## src/rtl/txtrain_pkg.sv

```systemverilog
package txtrain_pkg;

  typedef enum logic {
    ST_PASS  = 1'b0,
    ST_TRAIN = 1'b1
  } tr_state_e;

endpackage

```

## src/rtl/train_sched.sv

```systemverilog
module train_sched
  import txtrain_pkg::*;
#(
  parameter int INT_W     = 16,
  parameter int ALPHA_W   = 8,
  parameter int TRAIN_LEN = 10
) (
  input  logic               clk,
  input  logic               rst,
  input  logic               in_gap,
  input  logic [INT_W-1:0]   cfg_interval,
  input  logic [ALPHA_W-1:0] cfg_alpha,
  input  logic               cfg_force,
  output logic               training,
  output logic               ctl_phase
);

  localparam int PH_LAST = 2 * TRAIN_LEN - 1;
  localparam int PH_W    = $clog2(PH_LAST + 1);

  tr_state_e          state;
  logic [PH_W-1:0]    phase;
  logic [ALPHA_W-1:0] rep;
  logic [INT_W-1:0]   cnt;
  logic               start;
  logic               rep_end;

  assign start     = (state == ST_PASS) && in_gap && (cfg_force || (cnt >= cfg_interval));
  assign rep_end   = (phase == PH_W'(PH_LAST));
  assign training  = (state == ST_TRAIN);
  assign ctl_phase = (phase < PH_W'(TRAIN_LEN));

  always_ff @(posedge clk) begin
    if (rst) begin
      state <= ST_PASS;
      phase <= '0;
      rep   <= '0;
      cnt   <= '0;
    end else begin
      case (state)
        ST_PASS: begin
          if (start) begin
            state <= ST_TRAIN;
            phase <= '0;
            rep   <= '0;
          end else if (cnt != '1) begin
            cnt <= cnt + 1'b1;
          end
        end
        default: begin
          if (rep_end) begin
            if ((rep >= cfg_alpha) && !cfg_force) begin
              state <= ST_PASS;
              cnt   <= '0;
            end else begin
              phase <= '0;
              if (rep < cfg_alpha) rep <= rep + 1'b1;
            end
          end else begin
            phase <= phase + 1'b1;
          end
        end
      endcase
    end
  end


  gap_start_chk: assert property (@(posedge clk) disable iff (rst)
    $rose(training) |-> $past(in_gap));


  cnt_restart_chk: assert property (@(posedge clk) disable iff (rst)
    $fell(training) |-> (cnt == '0));


  end_boundary_chk: assert property (@(posedge clk) disable iff (rst)
    $fell(training) |-> ($past(phase) == PH_W'(PH_LAST)));

endmodule

```

## src/rtl/dip_err_inj.sv

```systemverilog
module dip_err_inj #(
  parameter int NUM_W = 4
) (
  input  logic             clk,
  input  logic             rst,
  input  logic             cmd,
  input  logic [NUM_W-1:0] cfg_num,
  input  logic             word_is_ctl,
  output logic             flip,
  output logic             pend
);

  logic [NUM_W-1:0] rem;

  assign flip = pend && word_is_ctl;

  always_ff @(posedge clk) begin
    if (rst) begin
      pend <= 1'b0;
      rem  <= '0;
    end else if (cmd) begin
      pend <= (cfg_num != '0);
      rem  <= cfg_num;
    end else if (flip) begin
      rem <= rem - 1'b1;
      if (rem == NUM_W'(1)) pend <= 1'b0;
    end
  end


  pend_clear_chk: assert property (@(posedge clk) disable iff (rst)
    $fell(pend) |-> ($past(cmd) || $past(rem) == NUM_W'(1)));


  pend_count_chk: assert property (@(posedge clk) disable iff (rst)
    pend |-> (rem != '0));

endmodule

```

## src/rtl/lane_skew.sv

```systemverilog
module lane_skew #(
  parameter int DLY_W = 2
) (
  input  logic             clk,
  input  logic             rst,
  input  logic             in_bit,
  input  logic [DLY_W-1:0] dly,
  output logic             out_bit
);

  localparam int DEPTH = (1 << DLY_W) - 1;

  logic [DEPTH-1:0] sr;
  logic [DEPTH:0]   tap;

  assign tap[0] = in_bit;

  genvar gi;
  generate
    for (gi = 1; gi <= DEPTH; gi++) begin : g_tap
      assign tap[gi] = sr[gi-1];
    end
  endgenerate

  always_ff @(posedge clk) begin
    if (rst) begin
      sr      <= '0;
      out_bit <= 1'b0;
    end else begin
      sr      <= {sr[DEPTH-2:0], in_bit};
      out_bit <= tap[dly];
    end
  end


  zero_skew_chk: assert property (@(posedge clk) disable iff (rst)
    (dly == '0) |=> (out_bit == $past(in_bit)));

endmodule

```

## src/rtl/txtrain_top.sv

```systemverilog
module txtrain_top #(
  parameter int              LANES     = 16,
  parameter int              INT_W     = 16,
  parameter int              ALPHA_W   = 8,
  parameter int              NUM_W     = 4,
  parameter int              DLY_W     = 2,
  parameter int              TRAIN_LEN = 10,
  parameter logic [LANES-1:0] CTL_WORD = 16'h0FFF,
  parameter logic [LANES-1:0] DAT_WORD = 16'hF000
) (
  input  logic               clk,
  input  logic               rst,
  input  logic [LANES-1:0]   in_data,
  input  logic               in_ctl,
  input  logic               in_gap,
  input  logic [INT_W-1:0]   cfg_interval,
  input  logic [ALPHA_W-1:0] cfg_alpha,
  input  logic               cfg_force,
  input  logic [NUM_W-1:0]   cfg_dip_num,
  input  logic               cmd_err_ins,
  input  logic [DLY_W-1:0]   cfg_bit_delay,
  output logic [LANES-1:0]   out_data,
  output logic               out_ctl,
  output logic               busy,
  output logic               err_pend
);

  logic             training;
  logic             ctl_phase;
  logic             flip;
  logic             pass_ctl;
  logic [LANES-1:0] mux_word;
  logic             mux_ctl;
  logic [LANES-1:1] hi_q;
  logic             lane0_q;

  train_sched #(
    .INT_W    (INT_W),
    .ALPHA_W  (ALPHA_W),
    .TRAIN_LEN(TRAIN_LEN)
  ) u_sched (
    .clk         (clk),
    .rst         (rst),
    .in_gap      (in_gap),
    .cfg_interval(cfg_interval),
    .cfg_alpha   (cfg_alpha),
    .cfg_force   (cfg_force),
    .training    (training),
    .ctl_phase   (ctl_phase)
  );

  assign pass_ctl = !training && in_ctl;

  dip_err_inj #(
    .NUM_W(NUM_W)
  ) u_inj (
    .clk        (clk),
    .rst        (rst),
    .cmd        (cmd_err_ins),
    .cfg_num    (cfg_dip_num),
    .word_is_ctl(pass_ctl),
    .flip       (flip),
    .pend       (err_pend)
  );

  always_comb begin
    if (training) begin
      mux_ctl  = ctl_phase;
      mux_word = ctl_phase ? CTL_WORD : DAT_WORD;
    end else begin
      mux_ctl  = in_ctl;
      mux_word = in_data ^ {{(LANES-1){1'b0}}, flip};
    end
  end

  always_ff @(posedge clk) begin
    if (rst) begin
      hi_q    <= '0;
      out_ctl <= 1'b0;
    end else begin
      hi_q    <= mux_word[LANES-1:1];
      out_ctl <= mux_ctl;
    end
  end

  lane_skew #(
    .DLY_W(DLY_W)
  ) u_skew (
    .clk    (clk),
    .rst    (rst),
    .in_bit (mux_word[0]),
    .dly    (cfg_bit_delay),
    .out_bit(lane0_q)
  );

  assign out_data = {hi_q, lane0_q};
  assign busy     = training;


  pass_ctl_chk: assert property (@(posedge clk) disable iff (rst)
    !busy |=> (out_ctl == $past(in_ctl)));


  train_word_chk: assert property (@(posedge clk) disable iff (rst)
    busy |=> (out_data[LANES-1:1] == (out_ctl ? CTL_WORD[LANES-1:1] : DAT_WORD[LANES-1:1])));


  no_train_flip_chk: assert property (@(posedge clk) disable iff (rst)
    busy |-> !flip);

endmodule

```

## config.mk

```make
export PLATFORM = sky130hd
export DESIGN_NAME = txtrain_top
export DESIGN_NICKNAME = d
export VERILOG_FILES = /design/src/rtl/txtrain_pkg.sv /design/src/rtl/train_sched.sv /design/src/rtl/dip_err_inj.sv /design/src/rtl/lane_skew.sv /design/src/rtl/txtrain_top.sv
export SDC_FILE = /design/constraint.sdc
export NUM_CORES = 1
export LEC_CHECK = 0
export BUFFER_PORTS_ARGS = -buffer_cell sky130_fd_sc_hd__clkbuf_2
export CAP_MARGIN = 5
export CORE_MARGIN = 5
export CORE_UTILIZATION = 40
export DETAILED_ROUTE_END_ITERATION = 10
export GPL_ROUTABILITY_DRIVEN = 0
export PLACE_DENSITY_LB_ADDON = 0.25
export SLEW_MARGIN = 5
export SYNTH_ARGS = -nofsm -noshare
export SYNTH_HDL_FRONTEND = slang
export SYNTH_SLANG_ARGS = --single-unit
```

## constraint.sdc

```tcl
create_clock -name clk -period 2.6 [get_ports clk]
set_input_delay 0.52 -clock clk [delete_from_list [all_inputs] [get_ports clk]]
set_output_delay 0.52 -clock clk [all_outputs]
set_load 0.02 [all_outputs]
```

## Word level (Yosys, flattened, before mapping)

Cells that the tools add are included.

- Bits in registers: 55
- Bits in latches: 0
- Bits in writable memories: 0
- ROM bits: 0
- Bits of input ports: 52
- Output and inout bits: 19
- Memories kept: 0

- $add $sub $neg: 4
- Multiply operators: 0
- Divide/modulo/power cells: 0
- Magnitude comparators: 5
- Equality and inequality tests: 9
- Shift operators: 0
- Multiplexer cells: 28
- Bitwise logic cells: 2
- Reductions and logical operators: 17

Operators with widths:

| kind | number |
|---|---|
| 16-bit two-way mux | 7 |
| 8-bit two-way mux | 5 |
| 5-bit two-way mux | 4 |
| 16-bit by 1-bit adder with 16-bit output, second input constant | 1 |
| 16-bit >= comparator | 1 |
| 16-bit != test, second input constant | 1 |
| 16-bit by 1-bit XOR with 16-bit output | 1 |
| 1-bit two-way mux | 9 |
| 8-bit by 1-bit adder with 8-bit output, second input constant | 1 |
| 8-bit >= comparator | 1 |
| 8-bit < comparator | 1 |
| 4-bit two-way mux | 2 |
| 2-bit != test, second input constant | 4 |
| 4-bit AND reduction | 2 |
| 2-bit nonzero test | 4 |
| 5-bit by 1-bit adder with 5-bit output, second input constant | 1 |
| 5-bit == test, second input constant | 1 |
| 1-bit logical AND | 5 |
| 5-bit by 4-bit < comparator with 1-bit output, second input constant | 1 |
| 4-bit by 1-bit == test with 1-bit output, second input constant | 1 |
| 2-bit AND reduction | 2 |
| 4-bit nonzero test | 1 |
| 4-bit by 1-bit subtractor with 4-bit output, second input constant | 1 |
| 2-bit by 3-bit < comparator with 1-bit output, second input constant | 1 |
| 6 further kinds | 7 |

## Longest topological paths before layout

- Word-level depth: 7
- Depth in mapped cells: 9
- Gate-level depth less buffers: 8

## By module

Synthesis repeated with hierarchy kept, for this count alone.

- Cells, all modules: 435
- Area total of the unflattened synthesis: 3628.5 um^2

By module, submodules not included:

| module | instances | cells each | area each (um^2) | sequential area each (um^2) |
|---|---|---|---|---|
| train_sched | 1 | 334 | 2608.8 | 600.6 |
| txtrain_top | 1 | 59 | 581.8 | 320.3 |
| dip_err_inj | 1 | 33 | 302.8 | 100.1 |
| lane_skew | 1 | 9 | 135.1 | 80.1 |

## Worst setup path before layout

No wires, ideal clock.

- Path kind: input to register
- From: in cfg_interval[13]
- To: reg u_sched.cnt[3]
- Setup time: 0.134 ns
- Data arrival time: 2.216 ns
- Required time: 2.466 ns
- Path slack: 0.249 ns
- Stages on the path: 9
- Buffers on the path: 1
- Path through: inv_1 -> ha_1 -> a211oi_1 -> o21ai_0 -> a211oi_2 -> o22ai_4 -> buf_6 -> o311ai_0 -> o31ai_1

- Cells in the longest elaborated chain, start to end: 5

Ends and longest elaborated chain:

| item | line | source |
|---|---|---|
| start: declaration | txtrain_top.sv:16 | `input logic [INT_W-1:0] cfg_interval,` |
| 16-bit >= comparator | train_sched.sv:28 | `assign start = (state == ST_PASS) && in_gap && (cfg_force \|\| (cnt >= cfg_interval));` |
| 1-bit logical OR | train_sched.sv:28 |  |
| 1-bit logical AND | train_sched.sv:28 |  |
| 2-bit by 1-bit != test with 1-bit output (no source line) | - |  |
| 4-bit AND reduction (no source line) | - |  |
| end signal: assignment | train_sched.sv:47 | `cnt <= cnt + 1'b1;` |
| end: declaration | train_sched.sv:24 | `logic [INT_W-1:0] cnt;` |

No other way between the ends.
A chain may end at the register's enable or synchronous reset.

## Worst setup path after layout

- From: reg u_sched.cnt[13]
- To: reg u_sched.cnt[15]

- Cells in the longest elaborated chain, start to end: 5
- Elaborated cells on any way between the ends: 11
- Classes of those cells: 1 x add/sub; 1 x order compare; 2 x eq/ne; 3 x mux; 4 x reduce/logical

Ends and longest elaborated chain:

| item | line |
|---|---|
| 16-bit >= comparator | train_sched.sv:28 |
| 1-bit logical OR | train_sched.sv:28 |
| 1-bit logical AND | train_sched.sv:28 |
| 2-bit by 1-bit != test with 1-bit output (no source line) | - |
| 4-bit AND reduction (no source line) | - |

Several ways; a longest one is shown, not always the timed one. The select of a mux whose other input is x is not followed.

==> impl_metrics.tcl <==
set metrics [dict create \
    fin_hold_ws_ns 0.4116 \
    hold_end "hi_q[9]" \
    dp.final_hpwl_um 5787 \
    post-route-period-util 0.8907 \
    drt_iter0_drc 130 \
    vias_per_cell 5.414 \
    r2r-end "u_sched.cnt[15]" \
    hold_start "in_data[9]" \
    initial_core_util 0.4028 \
    utilization 0.4682 \
    synth_seq_cells 55 \
    p_leak_nw 1.644 \
    die_h_um 100.3 \
    grtUsageTotal 0.1554 \
    overflow 0 \
    synthDistinctLibCells 59 \
    drv_cap 0 \
    cts-root-buf "clkbuf_8" \
    dr.pass1.iters 4 \
    critPathKind "flip-flop to flip-flop" \
    syn_avg_cell_area_um2 8.466 \
    hold_buffers 0 \
    r2r_slack_ns 0.28 \
    power_density_nw_per_um2 458.2 \
    min_path_type "primary input to flip-flop" \
    synthArstFlopShare 0 \
    vias 3032 \
    numPortBuffers 70 \
    vdd_drop_max_uv 253.9 \
    nNetsFinal 535 \
    hold_viol 0 \
    cp_max_fo 17 \
    layout_setup_ws_ns 0.2843 \
    yosys_warnings 0 \
    core_um2 8093 \
    clock-sinks 55 \
    path_clk_slew_ns 0.11 \
    drive_above_1_share 0.2176 \
    grt_max_degree 50 \
    h-tree-depth 2 \
    clk_latency_ns 0.31 \
    numCtsBuffers 5 \
    ys_seq_area_frac 0.3378 \
    fin_crit_ns 2.316 \
    crit_chain "ha_1 -> nand4_1 -> or4_4 -> o22ai_4 -> nor3_1 -> o221a_2" \
    worst_pin_slew_ns 0.8478 \
    final-setup-viol-count 0 \
    post-route-cell-area_um2 3789 \
    cts_tree "yes" \
    first_global_vias 2888 \
    post_cts_buffers 0 \
    drtAntennaViolNets 0 \
    area_growth_pct 16.24 \
    dp_worst_setup_slack_ns 0.03572 \
    final_common_cell "clkbuf_2" \
    ctsResizeCount 0 \
    syn_nets 466 \
    max_stage_delay_ns 0.59 \
    post_drt_wl_per_cell_um 14.07 \
    finalWirelength_um 7879 \
    slew_headroom 0.4348 \
    clock_path_buffers 2 \
    outcome "finished, final reports clean" \
    reg2regPathDepth 6 \
    layout_common_cells "clkbuf_2 (70), dfxtp_1 (55), inv_1 (34)" \
    syn_area_um2 3259 \
    max_freq_ghz 0.4318 \
    post_dp_cell_area_um2 3707 \
    cp-end-kind "flip-flop" \
    drc 0 \
    antenna_found_initial 0 \
    synth-edff-count 0 \
    io_pins 71 \
    rsz0062_at_grt "false" \
    critPathSlowestCell "or4_4" \
    cp.arrival_ns 2.51 \
    ys.flop_type "dfxtp_1" \
    grt_first_pass_wirelength_um 13030 \
    startpoint_type "flip-flop" \
    dieArea_um2 10050 \
    dieWidth_um 100.3 \
    syn_inst 385 \
    tns_ns 0 \
    worst_ep_required_time_ns 2.80 \
    r2r_start "u_sched.cnt[13]" \
    num_rows 33 \
    drv_slew 0 \
    skew_ns 0.01630 \
    diodes 0 \
    whs_path_depth 2 \
]
-- flip-flops by register name, summed over array words and instances, names as in the netlist --
| signal | cells |
|---|---|
| u_sched.cnt | 16 |
| u_skew.out_bit | 1 |
| hi_q | 15 |
| u_sched.rep | 8 |
| out_ctl | 1 |
| u_skew.sr | 3 |
| u_sched.phase | 5 |
| u_sched.training | 1 |
| u_inj.pend | 1 |
| u_inj.rem | 4 |
-- synth_stat cells (all sizes together), types with 2 or more instances --
library cell  number  area share
nor2              29       0.033
and3               2      0.0038
mux2i              3      0.0092
o221a              3       0.010
clkbuf             9       0.010
xor2               3      0.0081
a31oi              5      0.0096
a311oi             3      0.0081
nand2b             7       0.013
nor3               8       0.012
buf                9       0.023
dfxtp             55        0.34
nor4b              2      0.0054
nor2b              5      0.0096
nand4              8       0.015
nand3             13       0.020
o311ai            14       0.043
ha                29        0.11
and4               2      0.0054
a211oi             6       0.015
nor4               2      0.0084
or3                2      0.0038
inv               34       0.039
o22ai              4       0.012
a41oi              2      0.0054
a21oi             33       0.051
o21ai             21       0.033
o31ai              7       0.016
o21a              16       0.037
nand2             29       0.034
-- through the flow --
| step | total power (W) | cells |
|---|---|---|
| 6_report | 0.001736 | 560 |
| 5_1_grt | 0.001827 | 560 |
| 4_1_cts | 0.001749 | 560 |
| 3_5_place_dp | 0.001291 | 552 |
| 3_3_place_gp | 0.001285 | 552 |
| 2_1_floorplan | 0.001166 | 385 |
-- area by class of cell --
cell class | instances | area, µm²
Clock buffer | 7 | 76.32
Clock inverter | 1 | 5.005
Fill cell | 827 | 4304
Inverter | 35 | 132.6
Multi-Input combinational cell | 277 | 1917
Sequential cell | 55 | 1101
Tap cell | 105 | 131.4
Timing Repair Buffer | 80 | 425.4
-- power breakdown --
part	internal [W]	switching [W]
Sequential	0.000883	0.0000241
Combinational	0.000142	0.000222
Clock	0.000190	0.000274
Total	0.00122	0.000521
-- metal layers --
layer  vias to the layer above  part of all wire  global-route usage
met2                        52              0.50              0.2813
met3                         4             0.037             0.02363
met5                         -                 0                   0
li1                       1560                 -                   -
met1                      1416              0.45              0.1963
met4                         0            0.0049             0.02798
-- critical path, delay by kind of cell, from the launching register on --
family                     cells  cell delay [ns]
and+or+nand+nor                3             0.85
AOI/OAI and AO/OA              2             0.65
adders and majority gates      1             0.32
DFF                            1             0.37
-- worst max-delay path by stage --
stage,startpoint,endpoint
floorplan,cfg_interval[13],u_sched.cnt[3]
global placement,cfg_interval[13],u_sched.cnt[9]
detailed placement,cfg_interval[13],u_sched.rep[2]
CTS,u_sched.cnt[9],u_sched.rep[2]
global route,u_sched.cnt[13],u_sched.cnt[9]
finish,u_sched.cnt[13],u_sched.cnt[15]
-- logic make-up after synthesis --
group / after synthesis / share of synthesized area
and+or+nand+nor: 115 / 0.1823
xor gates and xnor gates: 4 / 0.01075
AOI/OAI and AO/OA: 126 / 0.2745
adders and majority gates: 29 / 0.1113
muxes: 3 / 0.009213
DFF: 55 / 0.3378
buffers and inverters: 53 / 0.07408
No activity file was read; power rests on OpenSTA's default activity.
